<file path="src/rtl/irq_seq_pkg.sv">
package irq_seq_pkg;
    localparam int WORD_W    = 16;
    localparam int SEG_SHIFT = 4;
    localparam int ADDR_W    = WORD_W + SEG_SHIFT;
    localparam int VEC_W     = 8;
    localparam int VEC_SHIFT = 2;
    localparam int FL_IF     = 9;
    localparam int FL_TF     = 8;

    typedef logic [WORD_W-1:0] word_t;
    typedef logic [ADDR_W-1:0] paddr_t;

    localparam word_t STEP = word_t'(2);

    typedef enum logic [3:0] {
        S_IDLE, S_PUSH_FL, S_PUSH_CS, S_PUSH_IP, S_VEC_IP,
        S_VEC_CS, S_POP_IP, S_POP_CS, S_POP_FL, S_DONE
    } seq_state_t;

    function automatic paddr_t to_phys(input word_t seg, input word_t off);
        return {seg, {SEG_SHIFT{1'b0}}} + paddr_t'(off);
    endfunction
endpackage

</file>
<file path="src/rtl/irq_seq_fsm.sv">
module irq_seq_fsm
    import irq_seq_pkg::*;
(
    input  logic       clk,
    input  logic       rst_n,
    input  logic       enter_req,
    input  logic       ret_req,
    input  logic       mem_ack,
    output seq_state_t state,
    output logic       busy,
    output logic       done,
    output logic       mem_req,
    output logic       mem_we
);
    seq_state_t nxt;

    always_ff @(posedge clk) begin
        if (!rst_n) state <= S_IDLE;
        else        state <= nxt;
    end

    always_comb begin
        nxt = state;
        unique case (state)
            S_IDLE: begin
                if (enter_req)    nxt = S_PUSH_FL;
                else if (ret_req) nxt = S_POP_IP;
            end
            S_PUSH_FL: if (mem_ack) nxt = S_PUSH_CS;
            S_PUSH_CS: if (mem_ack) nxt = S_PUSH_IP;
            S_PUSH_IP: if (mem_ack) nxt = S_VEC_IP;
            S_VEC_IP:  if (mem_ack) nxt = S_VEC_CS;
            S_VEC_CS:  if (mem_ack) nxt = S_DONE;
            S_POP_IP:  if (mem_ack) nxt = S_POP_CS;
            S_POP_CS:  if (mem_ack) nxt = S_POP_FL;
            S_POP_FL:  if (mem_ack) nxt = S_DONE;
            S_DONE:    nxt = S_IDLE;
            default:   nxt = S_IDLE;
        endcase
    end

    always_comb begin
        busy    = 1'b1;
        done    = 1'b0;
        mem_req = 1'b0;
        mem_we  = 1'b0;
        unique case (state)
            S_IDLE:                        busy = 1'b0;
            S_PUSH_FL, S_PUSH_CS, S_PUSH_IP: begin
                mem_req = 1'b1;
                mem_we  = 1'b1;
            end
            S_VEC_IP, S_VEC_CS,
            S_POP_IP, S_POP_CS, S_POP_FL:  mem_req = 1'b1;
            S_DONE:                        done = 1'b1;
            default:                       busy = 1'b0;
        endcase
    end
endmodule

</file>
<file path="src/rtl/irq_seq_regs.sv">
module irq_seq_regs
    import irq_seq_pkg::*;
#(
    parameter word_t RST_FLAGS = 16'h0202,
    parameter word_t RST_CS    = 16'hF000,
    parameter word_t RST_IP    = 16'hFFF0,
    parameter word_t RST_SP    = 16'hFFFE
) (
    input  logic             clk,
    input  logic             rst_n,
    input  seq_state_t       state,
    input  logic             enter_req,
    input  logic [VEC_W-1:0] vec_in,
    input  logic             mem_ack,
    input  word_t            mem_rdata,
    output word_t            flags,
    output word_t            cs,
    output word_t            ip,
    output word_t            sp,
    output logic [VEC_W-1:0] vnum
);
    always_ff @(posedge clk) begin
        if (!rst_n) begin
            flags <= RST_FLAGS;
            cs    <= RST_CS;
            ip    <= RST_IP;
            sp    <= RST_SP;
            vnum  <= '0;
        end else begin
            if (state == S_IDLE && enter_req) vnum <= vec_in;
            if (mem_ack) begin
                unique case (state)
                    S_PUSH_FL: begin
                        sp           <= sp - STEP;
                        flags[FL_IF] <= 1'b0;
                        flags[FL_TF] <= 1'b0;
                    end
                    S_PUSH_CS, S_PUSH_IP: sp <= sp - STEP;
                    S_VEC_IP: ip <= mem_rdata;
                    S_VEC_CS: cs <= mem_rdata;
                    S_POP_IP: begin ip <= mem_rdata;    sp <= sp + STEP; end
                    S_POP_CS: begin cs <= mem_rdata;    sp <= sp + STEP; end
                    S_POP_FL: begin flags <= mem_rdata; sp <= sp + STEP; end
                    default: ;
                endcase
            end
        end
    end
endmodule

</file>
<file path="src/rtl/irq_seq_agen.sv">
module irq_seq_agen
    import irq_seq_pkg::*;
(
    input  seq_state_t       state,
    input  word_t            ss,
    input  word_t            sp,
    input  word_t            flags,
    input  word_t            cs,
    input  word_t            ip,
    input  logic [VEC_W-1:0] vnum,
    output paddr_t           addr,
    output word_t            wdata
);
    word_t seg, off, vec_base;

    assign vec_base = word_t'({vnum, {VEC_SHIFT{1'b0}}});

    always_comb begin
        seg   = '0;
        off   = '0;
        wdata = '0;
        unique case (state)
            S_PUSH_FL: begin seg = ss; off = sp - STEP; wdata = flags; end
            S_PUSH_CS: begin seg = ss; off = sp - STEP; wdata = cs;    end
            S_PUSH_IP: begin seg = ss; off = sp - STEP; wdata = ip;    end
            S_VEC_IP:  off = vec_base;
            S_VEC_CS:  off = vec_base + STEP;
            S_POP_IP, S_POP_CS, S_POP_FL: begin seg = ss; off = sp; end
            default: ;
        endcase
        addr = to_phys(seg, off);
    end
endmodule

</file>
<file path="src/rtl/irq_seq_top.sv">
module irq_seq_top
    import irq_seq_pkg::*;
#(
    parameter logic [WORD_W-1:0] RST_FLAGS = 16'h0202,
    parameter logic [WORD_W-1:0] RST_CS    = 16'hF000,
    parameter logic [WORD_W-1:0] RST_IP    = 16'hFFF0,
    parameter logic [WORD_W-1:0] RST_SP    = 16'hFFFE
) (
    input  logic              clk,
    input  logic              rst_n,
    input  logic              enter_req,
    input  logic [VEC_W-1:0]  vec_num,
    input  logic              ret_req,
    input  logic [WORD_W-1:0] stack_seg,
    output logic              mem_req,
    output logic              mem_we,
    output logic [ADDR_W-1:0] mem_addr,
    output logic [WORD_W-1:0] mem_wdata,
    input  logic [WORD_W-1:0] mem_rdata,
    input  logic              mem_ack,
    output logic [WORD_W-1:0] flags_o,
    output logic [WORD_W-1:0] cs_o,
    output logic [WORD_W-1:0] ip_o,
    output logic [WORD_W-1:0] sp_o,
    output logic              busy,
    output logic              done
);
    seq_state_t       state;
    logic [VEC_W-1:0] vnum;

    irq_seq_fsm u_fsm (
        .clk(clk), .rst_n(rst_n), .enter_req(enter_req), .ret_req(ret_req),
        .mem_ack(mem_ack), .state(state), .busy(busy), .done(done),
        .mem_req(mem_req), .mem_we(mem_we)
    );

    irq_seq_regs #(
        .RST_FLAGS(RST_FLAGS), .RST_CS(RST_CS), .RST_IP(RST_IP), .RST_SP(RST_SP)
    ) u_regs (
        .clk(clk), .rst_n(rst_n), .state(state), .enter_req(enter_req),
        .vec_in(vec_num), .mem_ack(mem_ack), .mem_rdata(mem_rdata),
        .flags(flags_o), .cs(cs_o), .ip(ip_o), .sp(sp_o), .vnum(vnum)
    );

    irq_seq_agen u_agen (
        .state(state), .ss(stack_seg), .sp(sp_o), .flags(flags_o),
        .cs(cs_o), .ip(ip_o), .vnum(vnum), .addr(mem_addr), .wdata(mem_wdata)
    );
endmodule

</file>
<file path="config.mk">
export PLATFORM = sky130hd
export DESIGN_NAME = irq_seq_top
export DESIGN_NICKNAME = d
export VERILOG_FILES = /design/src/rtl/irq_seq_pkg.sv /design/src/rtl/irq_seq_fsm.sv /design/src/rtl/irq_seq_regs.sv /design/src/rtl/irq_seq_agen.sv /design/src/rtl/irq_seq_top.sv
export SDC_FILE = /design/constraint.sdc
export NUM_CORES = 1
export LEC_CHECK = 0
export BUFFER_PORTS_ARGS = -buffer_cell sky130_fd_sc_hd__buf_4
export CAP_MARGIN = 20
export CORE_UTILIZATION = 45
export CTS_BUF_LIST = sky130_fd_sc_hd__clkbuf_4 sky130_fd_sc_hd__clkbuf_8
export DETAILED_ROUTE_END_ITERATION = 8
export HOLD_SLACK_MARGIN = 0.15
export PLACE_DENSITY = 0.84
export SLEW_MARGIN = 15
export SYNTH_ARGS = -nofsm -noshare
export SYNTH_HDL_FRONTEND = slang
export SYNTH_SLANG_ARGS = --single-unit
</file>
<file path="constraint.sdc">
create_clock -name clk -period 5.4 [get_ports clk]
set_clock_uncertainty 0.2 [all_clocks]
set_input_delay 0.81 -clock clk [delete_from_list [all_inputs] [get_ports clk]]
set_output_delay 0.81 -clock clk [all_outputs]
set_load 0.05 [all_outputs]
</file>
# Word-level counts from Yosys, hierarchy flattened
# Cells that the tools add are included.
dict set report totals {
  inputBits 45
  out_inout_bits 104
  register_bits 76
  word_cells 65
}
dict set report classes {
  n_mux 19
  eq_ne 17
  addsub 4
  n_reduce_logical 18
}
# cell n
set op_table {}
lappend op_table {{$pmux W16 S4} 1}
lappend op_table {{$pmux W16 S3} 1}
lappend op_table {{$mux W4} 9}
lappend op_table {{$pmux W16 S2} 1}
lappend op_table {{$pmux W4 S8} 1}
lappend op_table {{$add A20 B16 Y20} 1}
lappend op_table {{$add A16 B2 Y16 const B} 1}
lappend op_table {{$eq A4 B3 Y1 const B} 4}
lappend op_table {{$mux W16} 1}
lappend op_table {{$sub A16 B2 Y16 const B} 1}
lappend op_table {{$ne A2 B2 Y1 const B} 6}
lappend op_table {{$add A10 B2 Y11 const B} 1}
lappend op_table {{$reduce_and A2 Y1} 5}
lappend op_table {{$reduce_or A9 Y1} 1}
lappend op_table {{$eq A4 B2 Y1 const B} 2}
lappend op_table {{$eq A4 B4 Y1 const B} 2}
lappend op_table {{$reduce_and A8 Y1} 1}
lappend op_table {{$reduce_or A8 Y1} 1}
lappend op_table {{$reduce_or A2 Y1} 3}
lappend op_table {{$reduce_or A3 Y1} 2}
lappend op_table {{$reduce_or A6 Y1} 1}
lappend op_table {{$eq A4 B1 Y1 const B} 1}
lappend op_table {{$logic_not A4 Y1} 1}
lappend op_table {{$mux W1} 4}
lappend op_table {{other kinds (5)} 6}

# Depth between registers and ports, before layout
# Gate-level depths: netlist (run 1).
dict set report logic_depth {
  ltp_word 4
  ltp_mapped 14
  ltp_nobuf 13
}

# Cells and area by module
# A second synthesis (run 1) with hierarchy kept.
dict set report unflattened {
  hier_cells 684
  area_unflattened_um2 5177.5
}
# module n_inst area_each_um2 cells_per_inst seq_area_each_um2
set by_module_without_submodules {}
lappend by_module_without_submodules {irq_seq_regs 1 3195.6 397 1421.4}
lappend by_module_without_submodules {irq_seq_agen 1 1561.5 239 0.0}
lappend by_module_without_submodules {irq_seq_fsm 1 420.4 48 80.1}

# Worst setup path before layout (run 1)
# OpenSTA, ideal clock, no wires.
dict set report synth_path {
  kind {reg2out}
  startpoint {register u_regs.sp[1]}
  endpoint {output mem_addr[18]}
  path_buffers 1
  required_time_ps 4390
  slack_ps 79
  path_stages_with_launch 14
  arrival_ps 4311
  cell_sequence {dfxtp_1 > inv_1 > ha_1 > or3b_2 > clkbuf_1 > nor3_1 > o21ai_0 > a221o_1 > ha_1 > and3_1 > a221oi_1 > a221oi_1 > o211ai_1 > mux2i_1}
}
dict set report synth_via {
  elab_chain_cells 3
}
# element line_no
set synth_rtl {}
lappend synth_rtl {{from (decl)} irq_seq_regs.sv:19} ;# output word_t sp,
lappend synth_rtl {{from (signal assigned)} irq_seq_regs.sv:34} ;# sp <= sp - STEP;
lappend synth_rtl {{from (signal assigned)} irq_seq_regs.sv:38} ;# S_PUSH_CS, S_PUSH_IP: sp <= sp - STEP;
lappend synth_rtl {{from (signal assigned)} irq_seq_regs.sv:41} ;# S_POP_IP: begin ip <= mem_rdata; sp <= sp + STEP; end
lappend synth_rtl {{$sub A16 B2 Y16} {irq_seq_agen.sv:23, irq_seq_agen.sv:24, irq_seq_agen.sv:25}}
lappend synth_rtl {{$pmux W16 S4 (*)} irq_seq_agen.sv:22} ;# unique case (state)
lappend synth_rtl {{$add A20 B16 Y20 (*)} irq_seq_pkg.sv:21} ;# return {seg, {SEG_SHIFT{1'b0}}} + paddr_t'(off);
lappend synth_rtl {{to (decl)} irq_seq_top.sv:17} ;# output logic [ADDR_W-1:0] mem_addr,
# Mark *: on every way between the ends. The rest lies on a longest branch, timed or not.

# Final worst setup path (run 1)
dict set report layout_path {
  startpoint {register u_fsm.state[2]}
  endpoint {output mem_addr[18]}
}
dict set report layout_via {
  elab_chain_cells 4
  elab_cells_between_ends 14
  cone_classes {1 x add/sub; 8 x eq/ne; 2 x mux; 3 x reduce/logical}
}
# element line_no
set layout_rtl {}
lappend layout_rtl {{from (decl)} irq_seq_fsm.sv:9} ;# output seq_state_t state,
lappend layout_rtl {{from (signal assigned)} irq_seq_fsm.sv:19} ;# else state <= nxt;
lappend layout_rtl {{$eq A4 B3 Y1, or another cell as far along} irq_seq_agen.sv:22}
lappend layout_rtl {{$reduce_or A3 Y1 (no source line) or $reduce_or A6 Y1 (tied branches)} --}
lappend layout_rtl {{$pmux W16 S4 or $mux W16 (tied branches)} irq_seq_agen.sv:22}
lappend layout_rtl {{$add A20 B16 Y20 (*)} irq_seq_pkg.sv:21}
# Marked as above.

==> flow_summary.json, run 1 <==
{
  "outcome": "complete, no violations",
  "wl_mm": 14.97,
  "synth_warnings": 0,
  "globalRouteMet3Util_pct": 5.751,
  "seq_area_um2": 1505,
  "area_growth_syn_to_layout_pct": 29.00,
  "crit-reg2reg-capture": "u_regs.sp[12]",
  "critical_path.endpoint": "mem_addr[18]",
  "grt_overflow": 0,
  "avgViaCountPerCell": 5.857,
  "postSynth.asyncResetShare_pct": 0,
  "p_leak_uw": 0.002871,
  "grt_pass1_wl_mm": 24.11,
  "reg2reg_depth": 5,
  "finalHoldViolCount": 0,
  "drc": 0,
  "worst_slew_pin_slew_ns": 0.9680,
  "power.switching_fraction_pct": 56.54,
  "routedWlPerCell_um": 16.54,
  "timing.slew.headroom_pct": 35.40,
  "clock_tree.root_cell": "clkbuf_8",
  "cts_hold_buffers": 0,
  "cts_setup_buffers": 0,
  "rsz0062_at_grt": "no",
  "final_nets": 824,
  "grtUsageTotal_pct": 26.69,
  "final_min_period_over_clock_period_pct": 94.17,
  "met2_usage_pct": 45.44,
  "vdd_ir_drop_max_mv": 0.8388,
  "placement_rows": 37,
  "drt_pass1_iterations": 6,
  "nFillCells": 884,
  "busiest_layer": "met2",
  "synth_seq_area_share_pct": 31.27,
  "count_of_flip_flops_with_a_built_in_enable_after_synthesis": 0,
  "ctsHtreeMaxLevel": 3,
  "critical_path.endpoint_type": "primary output",
  "grt_max_degree": 41,
  "power_switching_uw": 2488,
  "multiInputGateArea_um2": 3014,
  "via_count_of_the_first_global_routing_pass": 4875,
  "cts_made_buffers": 9,
  "hold-path-cell-count": 2,
  "most_common_library_cell_in_the_layout_ignoring_fill_and_taps": "buf_4",
  "r2r_start": "u_fsm.state[2]",
  "hold_class": "reg2reg",
  "insertedDiodeCount": 0,
  "post_cts_resized": 1,
  "grt.met1_usage_pct": 32.92,
  "synth_flop_cell": "dfxtp_1",
  "clock_sinks": 75,
  "ios": 149,
  "gpl.final_weighted_congestion": 0.9076,
  "maxCapViolCount": 0,
  "worstSetupPathType": "reg2out",
  "number_of_antenna_violations_at_the_first_check_in_global_routing": 0,
  "final-max-slew-violation-count": 0,
  "yosys.area.top_type_share_pct": 31.27,
  "syn-mean-instance-area_um2": 7.457,
  "finalSetupTns_ns": 0,
  "place.port_buffers": 146,
  "synth_area_leader_cell": "dfxtp_1",
  "clk-insertion-delay-late_ns": 0.36,
  "fin_crit_ns": 5.085,
  "detailed_place_hpwl_mm": 10.60,
  "yosys_register_bits": 75,
  "drtAntennaViolNets": 0,
  "pwr-share-clk_pct": 11.5,
  "floorplan.initialDensity_pct": 46.52,
  "kind_of_start_point_of_the_critical_path": "flop",
  "cts_buffer_depth": 2,
  "cells_after_synth": 644,
  "worstPathMaxFanout": 22,
  "tritoncts_clock_tree": "done",
  "worstPathRequired_ns": 4.39,
  "die_w_um": 105.3,
  "internal-power_uw": 1912,
  "syn-cell-area_um2": 4802,
  "cp_data_arrival_time_ns": 4.08,
  "seq_power_share_pct": 17.8,
  "synth_top_cells_by_area": "dfxtp_1, nand2_1, a21oi_1, ha_1, nand3_1",
  "die_h_um": 105.3,
  "die_area_um2": 11090,
  "r2r_slack_ns": 2.11,
  "power_density_over_the_cells_nw_per_um2": 710.3,
  "netlist-cell-type-count": 70,
  "critical_path_origin": "u_fsm.state[2]",
  "core_region_area_um2": 10320,
  "pnr_worst_setup_slack_ns": 0.3148,
  "path_clk_slew_ns": 0.09,
  "worst_setup_slack_after_placement_ns": 0.3691,
  "layout-drive-gt1-share_pct": 25.75,
  "finalSetupViolCount": 0,
  "max_clock_freq_mhz": 196.7,
  "routed-via-count": 5301,
  "drt-initial-drc-count": 475,
  "p_comb_share_pct": 70.7,
  "layout.cells.most_common_list": "buf_4, nand2_1, dfxtp_1, a21oi_1, nor2_1"
}
## state kept, by name, indices dropped and copies added (netlist names)
register      flops
u_fsm.state       4
u_regs.cs        16
u_regs.flags     16
u_regs.ip        16
u_regs.sp        15
u_regs.vnum       8
## through the flow
stage / power [uW] / hold slack, ns / instances / utilization (%) / instance area, um^2
2_1_floorplan: 3060 / 0.2623 / 645 / - / 4806
3_3_place_gp: 3798 / 0.2568 / 888 / 57.44 / 5929
3_5_place_dp: 3856 / 0.2678 / 889 / 57.51 / 5937
4_1_cts: 4372 / 0.2833 / 905 / 59.73 / 6166
5_1_grt: 4634 / 0.3108 / 905 / 60.00 / 6195
6_report: 4400 / 0.2827 / 905 / 60.00 / 6195
## power by group through the flow
| stage | clock network [uW] | registers [uW] | logic [uW] |
|---|---|---|---|
| floorplan | 0 | 897 | 2160 |
| global placement | 0 | 779 | 3020 |
| detailed placement | 0 | 789 | 3070 |
| CTS | 512 | 778 | 3080 |
| global route | 534 | 799 | 3300 |
| finish | 504 | 785 | 3110 |
## layer usage
metal / wire [um] / vias up / part of all wire (%)
li1: - / 2528 / -
met1: 5975 / 2433 / 40
met4: 338 / 0 / 2.3
met3: 1490 / 34 / 10
met5: 0 / - / 0
met2: 7167 / 306 / 48
## logic make-up after synthesis
family          after synthesis  share of synthesized area [%]
buf+inv                      76                          6.774
simple gates                286                          29.05
flops                        75                          31.27
compound gates              156                          21.89
mux                          16                          3.413
fa+ha+maj                    15                          4.065
other cells                   1                        0.07809
xor+xnor                     19                          3.465
## worst min-delay path by stage
stage / start / endpoint / slack [ns]
after global placement: u_regs.cs[0] / u_regs.cs[0] / 0.26
after CTS: u_regs.ip[0] / u_regs.ip[0] / 0.28
after floorplan: u_regs.vnum[4] / u_regs.vnum[4] / 0.26
final: u_regs.flags[0] / u_regs.flags[0] / 0.28
after detailed placement: u_regs.flags[0] / u_regs.flags[0] / 0.27
after global routing: u_regs.flags[7] / u_regs.flags[7] / 0.31
## cell usage after synthesis, types with 4 or more instances
| cell type | instances |
|---|---|
| nor2_1 | 36 |
| o21ai_0 | 27 |
| mux2i_1 | 13 |
| a21o_1 | 7 |
| a21oi_1 | 50 |
| nor2b_1 | 7 |
| nor4_1 | 5 |
| and2_1 | 14 |
| nand2b_1 | 8 |
| clkbuf_1 | 33 |
| buf_4 | 4 |
| and3_1 | 7 |
| a221o_1 | 5 |
| or3_1 | 4 |
| o31ai_1 | 4 |
| ha_1 | 14 |
| buf_2 | 8 |
| a22oi_1 | 6 |
| dfxtp_1 | 75 |
| inv_1 | 27 |
| o211ai_1 | 4 |
| xor2_1 | 6 |
| xnor2_1 | 13 |
| a211oi_1 | 4 |
| nand3_1 | 35 |
| nor3_1 | 17 |
| nand2_1 | 130 |
| a222oi_1 | 17 |
## layout make-up
type,count,share of cell area [%]
Multi-Input combinational cell,494,48.66
Timing Repair Buffer,156,18.91
Inverter,28,1.697
Clock buffer,9,2.000
Tap cell,136,2.747
Sequential cell,75,24.30
Clock inverter,7,1.697
## worst max-delay path, cell delays in order (launching register included)
cell	delay [ns]
dfxtp_1	0.75
or3_2	0.47
o21ai_0	0.15
a221o_1	0.32
ha_1	0.23
fa_1	0.42
a21o_1	0.19
a221oi_1	0.25
buf_4	0.18
a221oi_1	0.10
o211ai_1	0.24
mux2i_1	0.21
buf_4	0.21
Note: power is estimated with default switching activity, not from simulation.
==> run 2, diff against run 1 <==
--- a/config.mk
+++ b/config.mk
@@ -5,13 +5,13 @@
 export SDC_FILE = /design/constraint.sdc
 export NUM_CORES = 1
 export LEC_CHECK = 0
-export BUFFER_PORTS_ARGS = -buffer_cell sky130_fd_sc_hd__buf_4
 export CAP_MARGIN = 20
 export CORE_UTILIZATION = 45
 export CTS_BUF_LIST = sky130_fd_sc_hd__clkbuf_4 sky130_fd_sc_hd__clkbuf_8
 export DETAILED_ROUTE_END_ITERATION = 8
+export DONT_BUFFER_PORTS = 1
 export HOLD_SLACK_MARGIN = 0.15
-export PLACE_DENSITY = 0.84
+export PLACE_DENSITY = 0.72
 export SLEW_MARGIN = 15
 export SYNTH_ARGS = -nofsm -noshare
 export SYNTH_HDL_FRONTEND = slang
==> flow_summary.json, run 2 (synthesis gave the netlist of run 1 again) <==
{
  "die_h_um": 105.3,
  "cts_buffer_depth": 2,
  "detailed_place_hpwl_mm": 10.27,
  "layout-drive-gt1-share_pct": 12.80,
  "whs_ns": 0.3273,
  "grt_pass1_wl_mm": 22.76,
  "kind_of_start_point_of_the_critical_path": "flop",
  "insertedDiodeCount": 0,
  "rsz0062_at_grt": "no",
  "ios": 149,
  "p_leak_uw": 0.002269,
  "die_w_um": 105.3,
  "worstSetupPathType": "reg2out",
  "clock_tree.root_cell": "clkbuf_8",
  "tritoncts_clock_tree": "done",
  "most_common_library_cell_in_the_layout_ignoring_fill_and_taps": "nand2_1",
  "gpl.final_weighted_congestion": 0.9590,
  "timing.slew.headroom_pct": 40.38,
  "layout.cells.most_common_list": "nand2_1, dfxtp_1, a21oi_1, buf_4, nor2_1",
  "drt-initial-drc-count": 457,
  "design_area_um2": 5300,
  "placement_rows": 37,
  "worstPathMaxFanout": 19,
  "drc": 0,
  "clock_sinks": 75,
  "max_clock_freq_mhz": 197.2,
  "routed-via-count": 4934,
  "floorplan.initialDensity_pct": 46.52,
  "grtUsageTotal_pct": 25.62,
  "reg_top3": "u_regs.cs: 16 flops, u_regs.flags: 16 flops, u_regs.ip: 16 flops",
  "fin_crit_ns": 5.070,
  "grt_max_degree": 38,
  "maxCapViolCount": 0,
  "outcome": "complete, no violations",
  "finalSetupTns_ns": 0,
  "worstPathRequired_ns": 4.39,
  "finalHoldViolCount": 0,
  "core_region_area_um2": 10320,
  "finalSetupViolCount": 0,
  "avgViaCountPerCell": 6.230,
  "vdd_ir_drop_max_mv": 0.7559,
  "power_density_over_the_cells_nw_per_um2": 779.6,
  "area_growth_syn_to_layout_pct": 10.37,
  "hold_class": "reg2reg",
  "grt_overflow": 0,
  "cp_data_arrival_time_ns": 4.06,
  "drt_pass1_iterations": 7,
  "drtAntennaViolNets": 0,
  "worst_slew_pin_slew_ns": 0.8931,
  "final_min_period_over_clock_period_pct": 93.89,
  "final_nets": 711,
  "die_area_um2": 11090,
  "routedWlPerCell_um": 18.53,
  "critical_path.endpoint_type": "primary output",
  "cts_made_buffers": 9,
  "number_of_antenna_violations_at_the_first_check_in_global_routing": 0,
  "via_count_of_the_first_global_routing_pass": 4543,
  "path_clk_slew_ns": 0.09,
  "wl_mm": 14.67,
  "clk-insertion-delay-late_ns": 0.35,
  "placed_cell_area_um2": 5072,
  "ctsHtreeMaxLevel": 3,
  "final-max-slew-violation-count": 0,
  "place.port_buffers": 0
}
-- run 2: worst paths after layout --
kind / start / depth (start not counted) / slack (ns) / endpoint
max reg2reg: u_fsm.state[0] / 6 / 2.75 / u_regs.sp[12]
min reg2reg: u_regs.vnum[4] / 2 / 0.33 / u_regs.vnum[4]
min: u_regs.vnum[4] / 2 / 0.33 / u_regs.vnum[4]
max: u_fsm.state[2] / 12 / 0.33 / mem_addr[18]
-- run 2: metrics by stage --
| stage | instances | total power, uW | setup slack (ns) | utilization, % |
|---|---|---|---|---|
| floorplan | 645 | 3060 | 0.07915 | - |
| global placement | 772 | 3616 | 0.6310 | 49.06 |
| detailed placement | 773 | 3667 | 0.5209 | 49.13 |
| CTS | 789 | 4089 | 0.1196 | 50.90 |
| global route | 792 | 4345 | 0.007922 | 51.34 |
| finish | 792 | 4132 | 0.3297 | 51.34 |
-- run 2: area by class of cell --
class,instances,area (um^2)
Clock buffer,9,123.9
Clock inverter,7,58.81
Fill cell,1013,5024
Inverter,28,105.1
Multi-Input combinational cell,494,3014
Sequential cell,75,1505
Tap cell,136,170.2
Timing Repair Buffer,43,322.8
-- run 2: report_power, final --
group | total [uW] | internal, uW | switching [uW]
Clock | 418 | 174 | 244
Sequential | 906 | 634 | 272
Combinational | 2810 | 865 | 1940
Total | 4130 | 1670 | 2460
-- run 2: per-layer routing --
layer | track usage (%) | part of all wire, % | up-vias
met5 | 0 | 0 | -
met4 | 9.759 | 2.2 | 0
met3 | 7.916 | 11 | 37
met2 | 43.80 | 48 | 294
met1 | 29.87 | 39 | 2304
li1 | - | - | 2299
-- run 2: critical path: stages, from the launching register on --
cell,delay [ns]
dfxtp_2,0.57
or4b_1,0.41
nand2_1,0.43
and2_1,0.31
ha_1,0.20
fa_1,0.41
a21o_1,0.19
a221oi_1,0.26
buf_4,0.18
a221oi_1,0.08
o211ai_1,0.24
mux2i_1,0.20
buf_4,0.21
-- run 2: what timing repair did --
action / 4_1_cts / 5_1_grt
hold buffers: 0 / 0
endpoints found under the setup margin: 0 / 6
resized for setup: 0 / 5
setup buffers: 0 / 0
==> run 3, diff against run 2 <==
--- a/config.mk
+++ b/config.mk
@@ -5,12 +5,13 @@
 export SDC_FILE = /design/constraint.sdc
 export NUM_CORES = 1
 export LEC_CHECK = 0
+export ABC_AREA = 1
+export ABC_CLOCK_PERIOD_IN_PS = 5400
 export CAP_MARGIN = 20
 export CORE_UTILIZATION = 45
 export CTS_BUF_LIST = sky130_fd_sc_hd__clkbuf_4 sky130_fd_sc_hd__clkbuf_8
 export DETAILED_ROUTE_END_ITERATION = 8
 export DONT_BUFFER_PORTS = 1
-export HOLD_SLACK_MARGIN = 0.15
 export PLACE_DENSITY = 0.72
 export SLEW_MARGIN = 15
 export SYNTH_ARGS = -nofsm -noshare
==> flow_summary.json, run 3 <==
{
  "outcome": "complete, no violations",
  "core_region_area_um2": 10460,
  "clk-insertion-delay-late_ns": 0.35,
  "yosys.area.top_type_share_pct": 30.60,
  "finalHoldViolCount": 0,
  "synth_area_leader_cell": "dfxtp_1",
  "drt_pass1_iterations": 5,
  "hold_class": "reg2reg",
  "clock_sinks": 75,
  "grt_pass1_wl_mm": 22.77,
  "max_clock_freq_mhz": 208.8,
  "die_area_um2": 11320,
  "path_clk_slew_ns": 0.07,
  "detailed_place_hpwl_mm": 10.31,
  "critical_path.endpoint_type": "primary output",
  "drt-initial-drc-count": 444,
  "die_w_um": 106.4,
  "routed-via-count": 5043,
  "critical_path.cell_chain": "inv_1 > ha_1 > nand2_1 > xor2_1 > nand2_1 > o221ai_1 > fa_1 > nand3_1 > nand2_1 > nand3_1 > nand4_1 > nand2_1 > nand2_1 > nand2_1",
  "synth_most_common_cell": "nand2_1",
  "final-max-slew-violation-count": 0,
  "avgViaCountPerCell": 5.548,
  "grt_overflow": 0,
  "drc": 0,
  "die_h_um": 106.4,
  "postSynth.asyncResetShare_pct": 0,
  "synth_flop_cell": "dfxtp_1",
  "drtAntennaViolNets": 0,
  "ctsHtreeMaxLevel": 3,
  "routedWlPerCell_um": 15.23,
  "rsz0062_at_grt": "no",
  "floorplan.initialDensity_pct": 46.89,
  "placed_cell_area_um2": 4995,
  "cts_made_buffers": 9,
  "slowest_delay_ns": 0.76,
  "worst_slew_pin_slew_ns": 1.256,
  "syn-mean-instance-area_um2": 6.314,
  "synth_seq_area_share_pct": 30.60,
  "cells_after_synth": 777,
  "cts_setup_buffers": 0,
  "design_area_um2": 5200,
  "clock_tree.root_cell": "clkbuf_8",
  "number_of_antenna_violations_at_the_first_check_in_global_routing": 0,
  "insertedDiodeCount": 0,
  "gpl.final_weighted_congestion": 0.9390,
  "layout-drive-gt1-share_pct": 8.021,
  "yosys_register_bits": 75,
  "maxCapViolCount": 0,
  "worstPathMaxFanout": 6,
  "count_of_flip_flops_with_a_built_in_enable_after_synthesis": 0,
  "ios": 149,
  "tritoncts_clock_tree": "done",
  "syn-cell-area_um2": 4906,
  "cts_hold_buffers": 0,
  "finalSetupTns_ns": 0,
  "cts_buffer_depth": 2,
  "synth_top_cells_by_area": "dfxtp_1, nand2_1, nand3_1, inv_1, nor2_1",
  "post_cts_resized": 0,
  "critical-path-top-cell-by-count": "nand2_1",
  "most_common_library_cell_in_the_layout_ignoring_fill_and_taps": "nand2_1",
  "timing.slew.headroom_pct": 17.79,
  "worstPathRequired_ns": 4.39,
  "grt_max_degree": 65,
  "grtUsageTotal_pct": 25.14,
  "wl_mm": 13.84,
  "kind_of_start_point_of_the_critical_path": "flop",
  "fin_crit_ns": 4.789,
  "layout.cells.most_common_list": "nand2_1, inv_1, dfxtp_1, nand3_1, nor2_1",
  "cp_data_arrival_time_ns": 3.78,
  "placement_rows": 37,
  "synth_common_cells": "nand2_1, inv_1, dfxtp_1",
  "netlist-cell-type-count": 33,
  "worstSetupPathType": "reg2out",
  "area_growth_syn_to_layout_pct": 5.993,
  "cpMaxStageDelayCell": "dfxtp_1",
  "final_min_period_over_clock_period_pct": 88.68,
  "final_nets": 828,
  "finalSetupViolCount": 0,
  "place.port_buffers": 0,
  "reg_top3": "u_regs.cs: 16 flops, u_regs.flags: 16 flops, u_regs.ip: 16 flops",
  "synth_warnings": 0,
  "via_count_of_the_first_global_routing_pass": 4801
}
## run 3: changes by cell type in the layout (fill, tap and decap cells not counted), moves of 14 or more
cell,before,now
inv_1,27,76
o21ai_1,2,17
nand2_1,130,232
and2_1,14,0
a222oi_1,17,0
buf_4,43,17
nor2_1,36,72
nand3_1,35,74
## run 3: metal layers
metal,track usage (%),share of wire (%),wire length (um)
met5,0,0,0
met4,9.295,2.0,272
met3,7.112,8.2,1133
met2,41.47,47,6543
met1,31.04,43,5891
## run 3: cell families after synthesis
family	count (synthesis)	synth area share, %
and+or+nand+nor	405	34.89
DFF	75	30.60
AOI/OAI and AO/OA	130	14.92
other	1	0.07644
adders and majority gates	15	3.979
xor gates and xnor gates	24	4.285
buffers and inverters	127	11.25
## run 3: per-stage QoR
stage          cells  hold WS (ns)  setup WS [ns]  utilization [%]
2_1_floorplan    778        0.2296          1.033                -
3_3_place_gp     893        0.2409          1.156            47.74
3_5_place_dp     893        0.2556          1.039            47.74
4_1_cts          909        0.2667         0.6254            49.70
5_1_grt          909        0.3027         0.2770            49.70
6_report         909        0.2702         0.6111            49.70
## run 3: worst max-delay path: cells and delay by family, from the launching register on
family / cells / cell delay (ns)
compound gates: 1 / 0.20
buf+inv: 1 / 0.22
xor+xnor: 1 / 0.10
fa+ha+maj: 2 / 0.85
simple gates: 9 / 1.29
flops: 1 / 0.76
## run 3: cell type report
cell class	count	area [um^2]
clock buffers	10	131.4
clock inverters	6	73.82
fillers	1102	5263
inverters	89	334.1
multi-input cells	576	2861
flip-flops and latches	75	1501
well taps	136	170.2
repair buffers	17	127.6
## run 3: final timing paths
kind,start,slack (ns),end,cells past startpoint
max,u_regs.sp[1],0.61,mem_addr[18],14
min,u_regs.vnum[1],0.27,u_regs.vnum[1],2
max reg2reg,u_fsm.state[2],2.88,u_regs.sp[5],7
min reg2reg,u_regs.vnum[1],0.27,u_regs.vnum[1],2
Power of run 3 is not shown: default switching activity piles up to over one toggle a cycle in this logic, so the estimate is an artifact.
